`src/rtl/scan_pkg.sv`:
```
package scan_pkg;

    // Default geometry shared by the sequencer blocks
    localparam int DEF_ADDR_W      = 32;
    localparam int DEF_DATA_W      = 64;
    localparam int DEF_LINE_W      = 16;
    localparam int DEF_CNT_W       = 12;
    localparam int DEF_BURST_BEATS = 16;
    localparam int DEF_MAX_OUT     = 4;
    localparam int DEF_SPACE_W     = 8;

    // Walker phases
    typedef enum logic [0:0] {
        WALK_IDLE = 1'b0,
        WALK_LINE = 1'b1
    } walk_e;

    // Size of the next burst: whatever is left, capped at the burst limit
    function automatic int unsigned clip_beats(input int unsigned left,
                                               input int unsigned cap);
        return (left < cap) ? left : cap;
    endfunction

    // Beats needed for a byte count, a partial beat rounded up
    function automatic int unsigned beats_for_bytes(input int unsigned nbytes,
                                                    input int unsigned beat_bytes);
        return (nbytes + beat_bytes - 1) / beat_bytes;
    endfunction

endpackage

```
`src/rtl/scan_walker.sv`:
```
module scan_walker
    import scan_pkg::*;
#(
    parameter int ADDR_W      = DEF_ADDR_W,
    parameter int LINE_W      = DEF_LINE_W,
    parameter int CNT_W       = DEF_CNT_W,
    parameter int BEAT_BYTES  = DEF_DATA_W / 8,
    parameter int BURST_BEATS = DEF_BURST_BEATS,
    localparam int LEN_W      = $clog2(BURST_BEATS + 1)
) (
    input  logic              clk,
    input  logic              rst,
    input  logic              frame_start,
    input  logic [ADDR_W-1:0] cfg_base,
    input  logic [LINE_W-1:0] cfg_line_bytes,
    input  logic [CNT_W-1:0]  cfg_line_last,
    input  logic [ADDR_W-1:0] cfg_pitch,
    input  logic              issue_ok,
    input  logic              req_grant,
    output logic              req_valid,
    output logic [ADDR_W-1:0] req_addr,
    output logic [LEN_W-1:0]  req_beats,
    output logic              fire,
    output logic              busy,
    output logic              done
);

    localparam int BEAT_SH = $clog2(BEAT_BYTES);
    localparam int LBEAT_W = LINE_W + 1 - BEAT_SH;

    typedef struct packed {
        walk_e              st;
        logic [ADDR_W-1:0]  line_addr;
        logic [ADDR_W-1:0]  burst_addr;
        logic [LBEAT_W-1:0] beats_left;
        logic [CNT_W-1:0]   lines_left;
    } walk_t;

    typedef struct packed {
        logic [ADDR_W-1:0]  pitch;
        logic [LBEAT_W-1:0] beats;
    } frame_cfg_t;

    typedef struct packed {
        logic              valid;
        logic [ADDR_W-1:0] addr;
        logic [LEN_W-1:0]  beats;
    } burst_req_t;

    walk_t      w_q, w_n;
    frame_cfg_t c_q, c_n;
    burst_req_t r_q, r_n;
    logic       done_q, done_n;

    logic [LBEAT_W-1:0] line_beats;
    logic [LBEAT_W-1:0] beats_after;
    logic [LEN_W-1:0]   cur_beats;
    logic               step;

    assign line_beats = LBEAT_W'(beats_for_bytes(32'(cfg_line_bytes), BEAT_BYTES));
    assign cur_beats  = LEN_W'(clip_beats(32'(w_q.beats_left), BURST_BEATS));

    assign fire        = r_q.valid & req_grant;
    assign beats_after = w_q.beats_left - (fire ? LBEAT_W'(r_q.beats) : '0);
    assign step        = fire || (w_q.beats_left == '0);

    always_comb begin
        w_n    = w_q;
        c_n    = c_q;
        r_n    = r_q;
        done_n = 1'b0;
        unique case (w_q.st)
            WALK_IDLE: begin
                if (frame_start) begin
                    c_n.pitch      = cfg_pitch;
                    c_n.beats      = line_beats;
                    w_n.st         = WALK_LINE;
                    w_n.line_addr  = cfg_base;
                    w_n.burst_addr = cfg_base;
                    w_n.beats_left = line_beats;
                    w_n.lines_left = cfg_line_last;
                end
            end
            WALK_LINE: begin
                if (fire) begin
                    r_n.valid = 1'b0;
                end
                if (step) begin
                    if (beats_after == '0) begin
                        if (w_q.lines_left == '0) begin
                            w_n.st = WALK_IDLE;
                            done_n = 1'b1;
                        end else begin
                            w_n.lines_left = w_q.lines_left - 1'b1;
                            w_n.line_addr  = w_q.line_addr + c_q.pitch;
                            w_n.burst_addr = w_q.line_addr + c_q.pitch;
                            w_n.beats_left = c_q.beats;
                        end
                    end else begin
                        w_n.burst_addr = w_q.burst_addr + (ADDR_W'(r_q.beats) << BEAT_SH);
                        w_n.beats_left = beats_after;
                    end
                end else if (!r_q.valid && issue_ok) begin
                    r_n.valid = 1'b1;
                    r_n.addr  = w_q.burst_addr;
                    r_n.beats = cur_beats;
                end
            end
            default: w_n.st = WALK_IDLE;
        endcase
    end

    always_ff @(posedge clk) begin
        if (rst) begin
            w_q    <= '0;
            c_q    <= '0;
            r_q    <= '0;
            done_q <= 1'b0;
        end else begin
            w_q    <= w_n;
            c_q    <= c_n;
            r_q    <= r_n;
            done_q <= done_n;
        end
    end

    assign req_valid = r_q.valid;
    assign req_addr  = r_q.addr;
    assign req_beats = r_q.beats;
    assign busy      = (w_q.st != WALK_IDLE);
    assign done      = done_q;

endmodule

```
`src/rtl/scan_credit.sv`:
```
module scan_credit
    import scan_pkg::*;
#(
    parameter int BURST_BEATS = DEF_BURST_BEATS,
    parameter int MAX_OUT     = DEF_MAX_OUT,
    parameter int SPACE_W     = DEF_SPACE_W,
    localparam int LEN_W      = $clog2(BURST_BEATS + 1)
) (
    input  logic               clk,
    input  logic               rst,
    input  logic               fire,
    input  logic [LEN_W-1:0]   fire_beats,
    input  logic               beat_written,
    input  logic               burst_closed,
    input  logic [SPACE_W-1:0] fifo_space,
    output logic               issue_ok
);

    localparam int IF_W  = $clog2(MAX_OUT * BURST_BEATS + 1);
    localparam int OUT_W = $clog2(MAX_OUT + 1);
    localparam int CMP_W = ((IF_W > SPACE_W) ? IF_W : SPACE_W) + 1;

    logic [IF_W-1:0]  inflight_q;
    logic [OUT_W-1:0] open_q;
    logic             room_ok;
    logic             slot_ok;

    always_ff @(posedge clk) begin
        if (rst) begin
            inflight_q <= '0;
            open_q     <= '0;
        end else begin
            inflight_q <= inflight_q
                        + (fire ? IF_W'(fire_beats) : '0)
                        - (beat_written ? IF_W'(1) : '0);
            open_q     <= open_q
                        + (fire ? OUT_W'(1) : '0)
                        - (burst_closed ? OUT_W'(1) : '0);
        end
    end

    assign room_ok  = CMP_W'(fifo_space) >= (CMP_W'(inflight_q) + CMP_W'(BURST_BEATS));
    assign slot_ok  = open_q < OUT_W'(MAX_OUT);
    assign issue_ok = room_ok && slot_ok;

endmodule

```
`src/rtl/scan_return.sv`:
```
module scan_return
    import scan_pkg::*;
#(
    parameter int DATA_W = DEF_DATA_W
) (
    input  logic              clk,
    input  logic              rst,
    input  logic              resp_valid,
    input  logic [DATA_W-1:0] resp_data,
    input  logic              resp_err,
    output logic              fifo_wr,
    output logic [DATA_W-1:0] fifo_data,
    output logic              bus_err
);

    always_ff @(posedge clk) begin
        if (rst) begin
            fifo_wr   <= 1'b0;
            fifo_data <= '0;
            bus_err   <= 1'b0;
        end else begin
            fifo_wr   <= resp_valid;
            fifo_data <= resp_data;
            bus_err   <= resp_valid & resp_err;
        end
    end

endmodule

```
`src/rtl/scan_fetch.sv`:
```
module scan_fetch
    import scan_pkg::*;
#(
    parameter int ADDR_W      = DEF_ADDR_W,
    parameter int DATA_W      = DEF_DATA_W,
    parameter int LINE_W      = DEF_LINE_W,
    parameter int CNT_W       = DEF_CNT_W,
    parameter int BURST_BEATS = DEF_BURST_BEATS,
    parameter int MAX_OUT     = DEF_MAX_OUT,
    parameter int SPACE_W     = DEF_SPACE_W,
    localparam int LEN_W      = $clog2(BURST_BEATS + 1)
) (
    input  logic               clk,
    input  logic               rst,
    input  logic               frame_start,
    input  logic [ADDR_W-1:0]  cfg_base,
    input  logic [LINE_W-1:0]  cfg_line_bytes,
    input  logic [CNT_W-1:0]   cfg_line_last,
    input  logic [ADDR_W-1:0]  cfg_pitch,
    output logic               req_valid,
    output logic [ADDR_W-1:0]  req_addr,
    output logic [LEN_W-1:0]   req_beats,
    input  logic               req_grant,
    input  logic               resp_valid,
    input  logic [DATA_W-1:0]  resp_data,
    input  logic               resp_last,
    input  logic               resp_err,
    input  logic [SPACE_W-1:0] fifo_space,
    output logic               fifo_wr,
    output logic [DATA_W-1:0]  fifo_data,
    output logic               fetch_busy,
    output logic               fetch_done,
    output logic               bus_err
);

    localparam int BEAT_BYTES = DATA_W / 8;

    logic issue_ok;
    logic fire;

    scan_walker #(
        .ADDR_W      (ADDR_W),
        .LINE_W      (LINE_W),
        .CNT_W       (CNT_W),
        .BEAT_BYTES  (BEAT_BYTES),
        .BURST_BEATS (BURST_BEATS)
    ) u_walker (
        .clk            (clk),
        .rst            (rst),
        .frame_start    (frame_start),
        .cfg_base       (cfg_base),
        .cfg_line_bytes (cfg_line_bytes),
        .cfg_line_last  (cfg_line_last),
        .cfg_pitch      (cfg_pitch),
        .issue_ok       (issue_ok),
        .req_grant      (req_grant),
        .req_valid      (req_valid),
        .req_addr       (req_addr),
        .req_beats      (req_beats),
        .fire           (fire),
        .busy           (fetch_busy),
        .done           (fetch_done)
    );

    scan_credit #(
        .BURST_BEATS (BURST_BEATS),
        .MAX_OUT     (MAX_OUT),
        .SPACE_W     (SPACE_W)
    ) u_credit (
        .clk          (clk),
        .rst          (rst),
        .fire         (fire),
        .fire_beats   (req_beats),
        .beat_written (fifo_wr),
        .burst_closed (resp_valid & resp_last),
        .fifo_space   (fifo_space),
        .issue_ok     (issue_ok)
    );

    scan_return #(
        .DATA_W (DATA_W)
    ) u_return (
        .clk        (clk),
        .rst        (rst),
        .resp_valid (resp_valid),
        .resp_data  (resp_data),
        .resp_err   (resp_err),
        .fifo_wr    (fifo_wr),
        .fifo_data  (fifo_data),
        .bus_err    (bus_err)
    );

endmodule

```
`config.mk`:
```
export PLATFORM = sky130hd
export DESIGN_NAME = scan_fetch
export DESIGN_NICKNAME = d
export VERILOG_FILES = /design/src/rtl/scan_pkg.sv /design/src/rtl/scan_walker.sv /design/src/rtl/scan_credit.sv /design/src/rtl/scan_return.sv /design/src/rtl/scan_fetch.sv
export SDC_FILE = /design/constraint.sdc
export NUM_CORES = 1
export LEC_CHECK = 0
export ABC_AREA = 1
export ABC_CLOCK_PERIOD_IN_PS = 3100
export CORE_MARGIN = 1.5
export CORE_UTILIZATION = 53
export DETAILED_ROUTE_END_ITERATION = 10
export PLACE_DENSITY = 0.81
export SLEW_MARGIN = 15
export SYNTH_ARGS = -nofsm -noshare
export SYNTH_HDL_FRONTEND = slang
export SYNTH_SLANG_ARGS = --single-unit
```
`constraint.sdc`:
```
create_clock -name clk -period 3.1 [get_ports clk]
set_clock_uncertainty 0.2 [all_clocks]
set_input_delay 0.31 -clock clk [delete_from_list [all_inputs] [get_ports clk]]
set_output_delay 0.31 -clock clk [all_outputs]
set_load 0.005 [all_outputs]
```
After elaboration in Yosys (flattened, before gate mapping)
Index checks and enable logic that the tools add are counted.
W data, S select, Z words.
{"block": "op_classes", "n_bitwise": 6, "n_lt_le_gt_ge": 3, "n_reduce_logical": 12, "mux": 18, "add_sub_neg": 11, "n_eq_ne": 5}
{"op": "$mux W91", "n": 2}
{"op": "$pmux W91 S2", "n": 1}
{"op": "$mux W90", "n": 1}
{"op": "$mux W38", "n": 2}
{"op": "$mux W46", "n": 1}
{"op": "$mux W33", "n": 1}
{"op": "$add A32 B32 Y32", "n": 1}
{"op": "$add A32 B8 Y32", "n": 1}
{"op": "$logic_not A14 Y1", "n": 2}
{"op": "$add A16 B4 Y17 const B", "n": 1}
{"op": "$sub A17 B1 Y17 const B", "n": 1}
{"op": "$mux W5", "n": 3}
{"op": "$lt A14 B5 Y1 const B", "n": 1}
{"op": "$sub A14 B5 Y14", "n": 1}
{"op": "$logic_not A12 Y1", "n": 1}
{"op": "$mux W12", "n": 1}
{"op": "$sub A12 B1 Y12 const B", "n": 1}
{"op": "$ge A8 B9 Y1", "n": 1}
{"op": "$add A7 B5 Y8 const B", "n": 1}
{"op": "$ne A2 B2 Y1 const B", "n": 4}
{"op": "$add A7 B7 Y7", "n": 1}
{"op": "$sub A7 B7 Y7", "n": 1}
{"op": "$mux W1", "n": 6}
{"op": "$reduce_and A3 Y1", "n": 2}
{"op": "other kinds (12)", "n": 17}
{"block": "word_totals", "out_inout_bits": 106, "wordCells": 71, "regBits": 252, "input_bits": 171}

Logic depth before layout (Yosys ltp)
Gate-level depths: netlist of the first run.
{"block": "depth", "ltp_word": 7, "ltp_mapped": 22}

Hierarchy
Synthesis of the first run repeated with hierarchy kept, for this count alone.
{"block": "hier_totals", "hier_cells": 2165, "area_unflattened_um2": 14146.1}
{"mod": "scan_walker", "area_per_inst_um2": 11292.1, "cells_each": 1821, "instances": 1, "seq_area_each_um2": 3523.4}
{"mod": "scan_return", "area_per_inst_um2": 1879.3, "cells_each": 205, "instances": 1, "seq_area_each_um2": 1321.3}
{"mod": "scan_credit", "area_per_inst_um2": 967.2, "cells_each": 137, "instances": 1, "seq_area_each_um2": 200.2}
{"mod": "scan_fetch", "area_per_inst_um2": 7.5, "cells_each": 2, "instances": 1, "seq_area_each_um2": 0.0}

Least setup slack after synthesis of the first run
No wires, ideal clock.
{"block": "synth_timing", "path_type": "register -> register", "from": "register u_walker.r_q (netlist bit u_walker.req_valid)", "to": "register u_walker.w_q[6] (netlist name)", "setup_time_ns": 0.115, "stages_incl_launch_ff": 21, "slack_ns": 0.244, "arrival_time_ns": 2.540, "required_ns": 2.785, "path_cell_list": "dfxtp_1 nand2_1 nor2_1 ha_1 fa_1 inv_1 nand3_1 nand2_1 nand2_1 nand2_1 nand3_1 nor2_2 nand2_2 nor2_8 nand2_4 nand2_4 nand2_2 buf_6 buf_6 o21ai_1 nor2_1"}
{"block": "synth_between", "elab_chain_cells": 6}
{"item": "from (decl)", "line": "scan_walker.sv:52", "text": "burst_req_t r_q, r_n;"}
{"item": "from (signal assigned)", "line": "scan_walker.sv:122", "text": "r_q <= r_n;"}
{"item": "$and A1 B1 Y1 (*)", "line": "scan_walker.sv:63", "text": "assign fire = r_q.valid & req_grant;"}
{"item": "$mux W5", "line": "scan_walker.sv:64", "text": "assign beats_after = w_q.beats_left - (fire ? LBEAT_W'(r_q.beats) : '0);"}
{"item": "$sub A14 B5 Y14", "line": "scan_walker.sv:64"}
{"item": "$logic_not A14 Y1", "line": "scan_walker.sv:89", "text": "if (beats_after == '0) begin"}
{"item": "$ne A2 B2 Y1 (no line)"}
{"item": "$reduce_and A4 Y1 (no line) (*)"}
{"item": "to (signal assigned)", "line": "scan_walker.sv:120", "text": "w_q <= w_n;"}
{"item": "to (decl)", "line": "scan_walker.sv:50", "text": "walk_t w_q, w_n;"}
Every way passes the cells marked *; elsewhere a longest branch is shown, timed or not.
A chain may end at the register's enable or synchronous reset.

Worst setup path after layout of the first run
{"block": "layout_timing", "from": "register u_walker.r_q (netlist bit u_walker.req_valid)", "to": "register u_walker.w_q[84] (netlist name)"}
Same word-level chain as after synthesis.

==> results.cfg, run 1 <==
[global_route]
grt_pass1_wl_um = 76800
antenna_found_initial = 0
grt_remaining_overflow = 0
grt_pass1_vias = 15100
grt_start_max_net_pins = 65
grt_usage = 0.338

[timing]
setup_ws_ns = 0.0204
hold_viol = 0
min_period_over_period = 0.993
setup_viol = 0
final.setup.tns_ns = 0
rsz0062_at_grt = true
maxSlewViolCount = 0
maxSlewHeadroom = 0.592
period_minus_slack_ns = 3.08
fmax_mhz = 325
worstMarginPinSlew_ns = 0.606

[worst_hold_path]
hold_end = u_return.fifo_data[39]
hold_class = input port to register
min_path_cells = 3
holdCritStartpoint = resp_data[39]

[worst_setup_path]
max_stage_delay_ns = 0.41
reg2reg_depth = 21
r2r_start = u_walker.req_valid
worstPathMaxFanout = 13
start_kind = register
arrival_ns = 3.37
crit_path_end_kind = register
reg2reg_to = u_walker.w_q[84]
crit_chain = nand2_4 -> nor2_4 -> ha_4 -> fa_2 -> inv_4 -> nand3_4 -> nand2_4 -> nand2_2 -> nand2_2 -> nand3_4 -> nor2_4 -> nand2_4 -> nor2_8 -> buf_4 -> nand2_8 -> nand2_8 -> nand2_8 -> buf_12 -> nand2_1 -> nand2_1 -> nor2_1
ff2ff_setup_slack_ns = 0.02
cp_slowest_cell = fa_2
worst_ep_required_time_ns = 3.39
crit_type = register to register

[placement]
hpwl_um = 37800
place_ws_ns = -0.762
place_congestion = 0.962
dp_cells = 2940
portBuffers = 276

[drt]
viasPerCell = 5.35
routed_wirelength_um = 51100
vias = 16100
drtPass1Iterations = 6
drt_iter0_markers = 1458
wire_per_inst_um = 17.0
drcViolationCount = 0
postRouteAntennaNets = 0

[logic_synthesis]
async_flop_share = 0
syn_nets = 2569
ys_seq_area_frac = 0.345
syn_area_mm2 = 0.0146
synth_flop_cell = dfxtp_1
synth_edf_count = 0
ys_warn_count = 0
ys_types = 44
syn_avg_cell_area_um2 = 6.28
ys_ff_latch = 252
syn_inst = 2328

[die]
io_pins = 277
die_y_um = 169
die_x_um = 169
core_area_mm2 = 0.0270
start_util = 0.541
rows = 60
die_area_mm2 = 0.0286

[final_layout]
area_growth_pct = 34.7
diodes = 0
fin_nets = 2888
drive_above_1_share = 0.0896
final_cell_count_no_fill = 3008

[job]
maxCapViolations = 0

[pwr]
power.density_mw_per_mm2 = 561
leakage_nw = 9.57
ir_drop_mv = 0.498

[cts]
clock_latency_ns = 0.58
cts_buffer_depth = 3
cts_made_buffers = 28
clock-sinks = 252
cts_root_buf = clkbuf_16
htreeDepth = 1
tritoncts = built
cts.reportedPaths.clkPinSlew_ns = 0.06

[run_status]
status = finished clean
-- cells by family (layout without fill, tap and decap cells) --
group	Yosys count	in the layout	synth area share
DFF	252	252	0.345
AOI/OAI and AO/OA	233	233	0.0836
xor gates and xnor gates	36	36	0.0216
adders and majority gates	70	70	0.0625
buffers and inverters	391	729	0.106
and+or+nand+nor	1346	1347	0.382
-- worst max path at each step --
stage,start,to,slack [ns],cells after the start
floorplan,u_walker.req_valid,u_walker.w_q[6],0.24,20
global route,u_walker.req_valid,u_walker.w_q[66],-0.06,21
global placement,req_grant,u_walker.w_q[81],-0.71,19
finish,u_walker.req_valid,u_walker.w_q[84],0.02,21
detailed placement,req_grant,u_walker.w_q[80],-0.76,19
CTS,u_walker.req_beats[3],u_walker.w_q[77],0.005,15
-- registers in the layout, indices dropped and copies added, names as in the netlist --
name,count
u_credit.inflight_q,7
u_credit.open_q,3
u_return.bus_err,1
u_return.fifo_data,64
u_return.fifo_wr,1
u_walker.busy,1
u_walker.c_q,46
u_walker.done,1
u_walker.req_addr,32
u_walker.req_beats,5
u_walker.req_valid,1
u_walker.w_q,90
-- worst max-delay path: cells and delay by family, from the launching register on --
family	cells	cell delay [ns]
flip-flops	1	0.33
adder cells (fa/ha/maj)	2	0.57
AND/OR/NAND/NOR	16	1.48
buffers and inverters	3	0.42
-- cells in the mapped netlist (4+ instances only) --
| library cell | count | share of area |
|---|---|---|
| dfxtp_1 | 252 | 0.35 |
| a22o_1 | 4 | 0.0024 |
| fa_1 | 5 | 0.0069 |
| nor3_1 | 20 | 0.0069 |
| nand3_1 | 158 | 0.054 |
| o21ai_1 | 8 | 0.0027 |
| ha_1 | 65 | 0.056 |
| o21ai_0 | 118 | 0.040 |
| a21oi_1 | 88 | 0.030 |
| nand3b_1 | 21 | 0.011 |
| nand4_1 | 27 | 0.012 |
| buf_2 | 20 | 0.0069 |
| nor2_2 | 6 | 0.0026 |
| clkbuf_1 | 50 | 0.013 |
| inv_2 | 15 | 0.0039 |
| buf_1 | 7 | 0.0018 |
| xor2_1 | 20 | 0.012 |
| nor2_1 | 473 | 0.12 |
| inv_1 | 291 | 0.075 |
| nor4_1 | 7 | 0.0030 |
| buf_6 | 5 | 0.0039 |
| nand2_2 | 9 | 0.0039 |
| o21bai_1 | 4 | 0.0021 |
| nand2_1 | 609 | 0.16 |
| xnor2_1 | 16 | 0.0096 |
-- power by group --
group	switching, mW	internal, mW
logic	2.16	1.62
registers	0.308	3.61
clock network	1.41	1.93
-- layout by cell type (no fill, tap or decap), drive strengths merged, types with 3 or more instances in the layout --
cell type / netlist / routed
nand3b: 21 / 21
ha: 65 / 65
inv: 306 / 307
nand2: 621 / 622
nor2: 482 / 482
fa: 5 / 5
a22o: 4 / 4
buf: 35 / 93
nor3: 21 / 21
a21oi: 89 / 89
xnor2: 16 / 16
xor2: 20 / 20
nor4: 7 / 7
nand4: 27 / 27
o21ai: 127 / 127
dfxtp: 252 / 252
a21o: 3 / 3
nand3: 159 / 159
clkinv: 0 / 5
o21bai: 4 / 4
clkdlybuf4s50: 0 / 275
clkbuf: 50 / 44
-- cell type report --
class                           instances  area, um2
Sequential cell                       252       5050
Timing Repair Buffer                  373       3770
Tap cell                              341        427
Inverter                              306       1160
Multi-Input combinational cell       1686       8360
Fill cell                            2219       7340
Clock inverter                         10        134
Clock buffer                           40        786
-- per-stage QoR --
step / utilization / total power, mW / instance area (um2) / hold slack, ns
global route: 0.728 / 11.6 / 19700 / 0.0565
detailed placement: 0.673 / 7.40 / 18200 / 0.258
global placement: 0.673 / 7.32 / 18200 / 0.252
floorplan: - / 6.00 / 14600 / 0.217
finish: 0.728 / 11.0 / 19700 / 0.0406
CTS: 0.709 / 10.8 / 19200 / 0.0322
-- metal layers --
metal,up-vias,routed length [um],GRT usage
met1,7290,20500,0.399
met4,0,2690,0.164
met3,162,3670,0.0507
met5,-,0,0
met2,768,24200,0.600
li1,7887,-,-
-- what timing repair did --
action | 4_1_cts | 5_1_grt
endpoints found under the setup margin | 87 | 90
gates resized for setup | 12 | 87
hold buffers | 1 | 0
setup buffers | 0 | 9
hold endpoints to repair | 9 | 0
cloned | 0 | 8
pin swaps | 1 | 31
(Power assumes the default switching activity.)
==> run 2: changes to the inputs <==
--- a/config.mk
+++ b/config.mk
@@ -10,6 +10,7 @@
 export CORE_MARGIN = 1.5
 export CORE_UTILIZATION = 53
 export DETAILED_ROUTE_END_ITERATION = 10
+export GPL_ROUTABILITY_DRIVEN = 0
 export PLACE_DENSITY = 0.81
 export SLEW_MARGIN = 15
 export SYNTH_ARGS = -nofsm -noshare
==> run 2 against run 1 <==
Against the previous run:
- clock power decreased by 6%
- final area shrank 1.9%
- critical path type unchanged
- largest power group unchanged
- fmax about the same
- power decreased by 3.7%
- cell count is 0.73% lower
- flip-flop and latch count did not move
- sequential power hardly changed
- via count fell by 1.2%
- core utilization down 1.4 points
==> results.cfg, run 2 (same netlist as run 1, synthesis figures left out) <==
[run_status]
status = finished clean

[timing]
period_minus_slack_ns = 3.08
min_period_over_period = 0.993
fmax_mhz = 325
maxSlewHeadroom = 0.493
setup_ws_ns = 0.0227
maxSlewViolCount = 0
setup_viol = 0
rsz0062_at_grt = true
hold_viol = 0
worstMarginPinSlew_ns = 0.761

[final_layout]
final_cell_count_no_fill = 2986
area_growth_pct = 32.2
stdcell_area_mm2 = 0.0193
drive_above_1_share = 0.0760
final_cell_mix = nand2_1, nor2_1, inv_1, clkdlybuf4s50_1, dfxtp_1
reg.largest.list = u_walker.w_q x90, u_return.fifo_data x64, u_walker.c_q x46
largest_reg_flops = 90
top_register = u_walker.w_q
diodes = 0
multiInputGateArea_mm2 = 0.00822
fill_cells = 2184
register_area_mm2 = 0.00505
fin_nets = 2870
final_common_cell = nand2_1

[cts]
cts_root_buf = clkbuf_16
clock-sinks = 252
cts.reportedPaths.clkPinSlew_ns = 0.07
htreeDepth = 1
tritoncts = built
cts_made_buffers = 27
clock_latency_ns = 0.56
cts_buffer_depth = 3

[worst_setup_path]
ff2ff_setup_slack_ns = 0.02
cp_num_buf_inv = 3
worst_ep_required_time_ns = 3.39
arrival_ns = 3.36
worstPathMaxFanout = 8
worst_path_most_repeated_cell = nand2_1
start_kind = register
crit_family = simple AND/OR/NAND/NOR gates
cp_slowest_cell = fa_2
max_stage_delay_ns = 0.38
crit_chain = nand2_4 -> nor2_4 -> ha_4 -> fa_2 -> inv_2 -> nand3_2 -> nand2_2 -> nand2_1 -> nand2_1 -> nand3_2 -> nor2_4 -> nand2_4 -> nor2_8 -> nand3_4 -> inv_2 -> buf_4 -> nand2_1 -> nand2_1 -> nor2_2 -> nor2_1
crit_path_end_kind = register
crit_type = register to register

[die]
rows = 60
die_x_um = 169
core_area_mm2 = 0.0270
die_area_mm2 = 0.0286
io_pins = 277
start_util = 0.541
die_y_um = 169

[drt]
postRouteAntennaNets = 0
viasPerCell = 5.33
vias = 15900
drt_iter0_markers = 1302
wire_per_inst_um = 15.6
routed_wirelength_um = 46500
drtPass1Iterations = 6
drcViolationCount = 0

[job]
maxCapViolations = 0

[placement]
place_ws_ns = -0.531
portBuffers = 276
place_area_mm2 = 0.0181
hpwl_um = 34400
dp_cells = 2932

[pwr]
ir_drop_mv = 0.452
leakage_nw = 9.43
power.density_mw_per_mm2 = 550

[global_route]
grt_start_max_net_pins = 81
grt_remaining_overflow = 0
antenna_found_initial = 0
grt_pass1_vias = 15000
grt_pass1_wl_um = 71800
grt_usage = 0.310

[worst_hold_path]
hold_class = input port to register
[run 2: cell count changes in the layout (fill, tap and decap cells not counted), moves of 3 or more]
cell      previous run  this run
nand2_1            593       599
buf_6                6         0
o21ai_1             12         7
buf_4               71        63
nand2_8              3         0
nor2_1             461       469
o21ai_0            109       117
nor2_2              14         5
nand2_2             19        15
clkbuf_1             8         5
[run 2: stage by stage]
| stage | TNS (ns) | total power [mW] | hold WS [ns] | utilization |
|---|---|---|---|---|
| floorplan | 0 | 6.00 | 0.217 | - |
| global placement | -29.98 | 7.21 | 0.252 | 0.671 |
| detailed placement | -40.98 | 7.31 | 0.258 | 0.671 |
| CTS | 0 | 10.5 | 0.0473 | 0.704 |
| global route | -1.38 | 11.2 | 0.0534 | 0.715 |
| finish | 0 | 10.6 | 0.0630 | 0.715 |
[run 2: layer usage]
metal / up-vias / track usage / wire [um]
met5: - / 0 / 0
met4: 0 / 0.174 / 2780
met3: 191 / 0.0659 / 4240
met2: 840 / 0.529 / 21500
met1: 7017 / 0.364 / 18000
li1: 7867 / - / -
[run 2: worst register-to-register path: stages (launching register included)]
cell and delay (ns):
dfxtp_2 0.34, nand2_4 0.12, nor2_4 0.06, ha_4 0.17
fa_2 0.38, inv_2 0.10, nand3_2 0.09, nand2_2 0.11
nand2_1 0.06, nand2_1 0.08, nand3_2 0.11, nor2_4 0.13
nand2_4 0.08, nor2_8 0.15, nand3_4 0.17, inv_2 0.23
buf_4 0.16, nand2_1 0.04, nand2_1 0.06, nor2_2 0.05
nor2_1 0.11
[run 2: what timing repair did]
| item | CTS | global route |
|---|---|---|
| endpoints found under the setup margin | 30 | 92 |
| gates resized for setup | 4 | 52 |
| gates cloned | 0 | 3 |
| buffers inserted | 0 | 5 |
| hold buffers | 1 | 0 |
| hold endpoints to repair | 26 | 0 |
| pin swaps | 1 | 20 |
[run 2: final cells by class]
type / instances / area share
Tap cell: 341 / 0.0221
Inverter: 306 / 0.0598
Sequential cell: 252 / 0.262
Multi-Input combinational cell: 1685 / 0.425
Timing Repair Buffer: 357 / 0.187
Clock buffer: 38 / 0.0402
Clock inverter: 7 / 0.00389
[run 2: report_power, final]
part	internal (mW)	switching [mW]
Sequential	3.61	0.292
Clock	1.82	1.33
Combinational	1.54	2.04
Total	6.97	3.66
[run 2: worst paths after layout]
kind                                          from                      to  depth (start not counted)
worst max-delay path            u_walker.req_valid        u_walker.w_q[58]                         20
worst min-delay path                 resp_data[18]  u_return.fifo_data[18]                          3
worst max register to register  u_walker.req_valid        u_walker.w_q[58]                         20
worst min register to register     u_walker.c_q[7]         u_walker.c_q[7]                          2
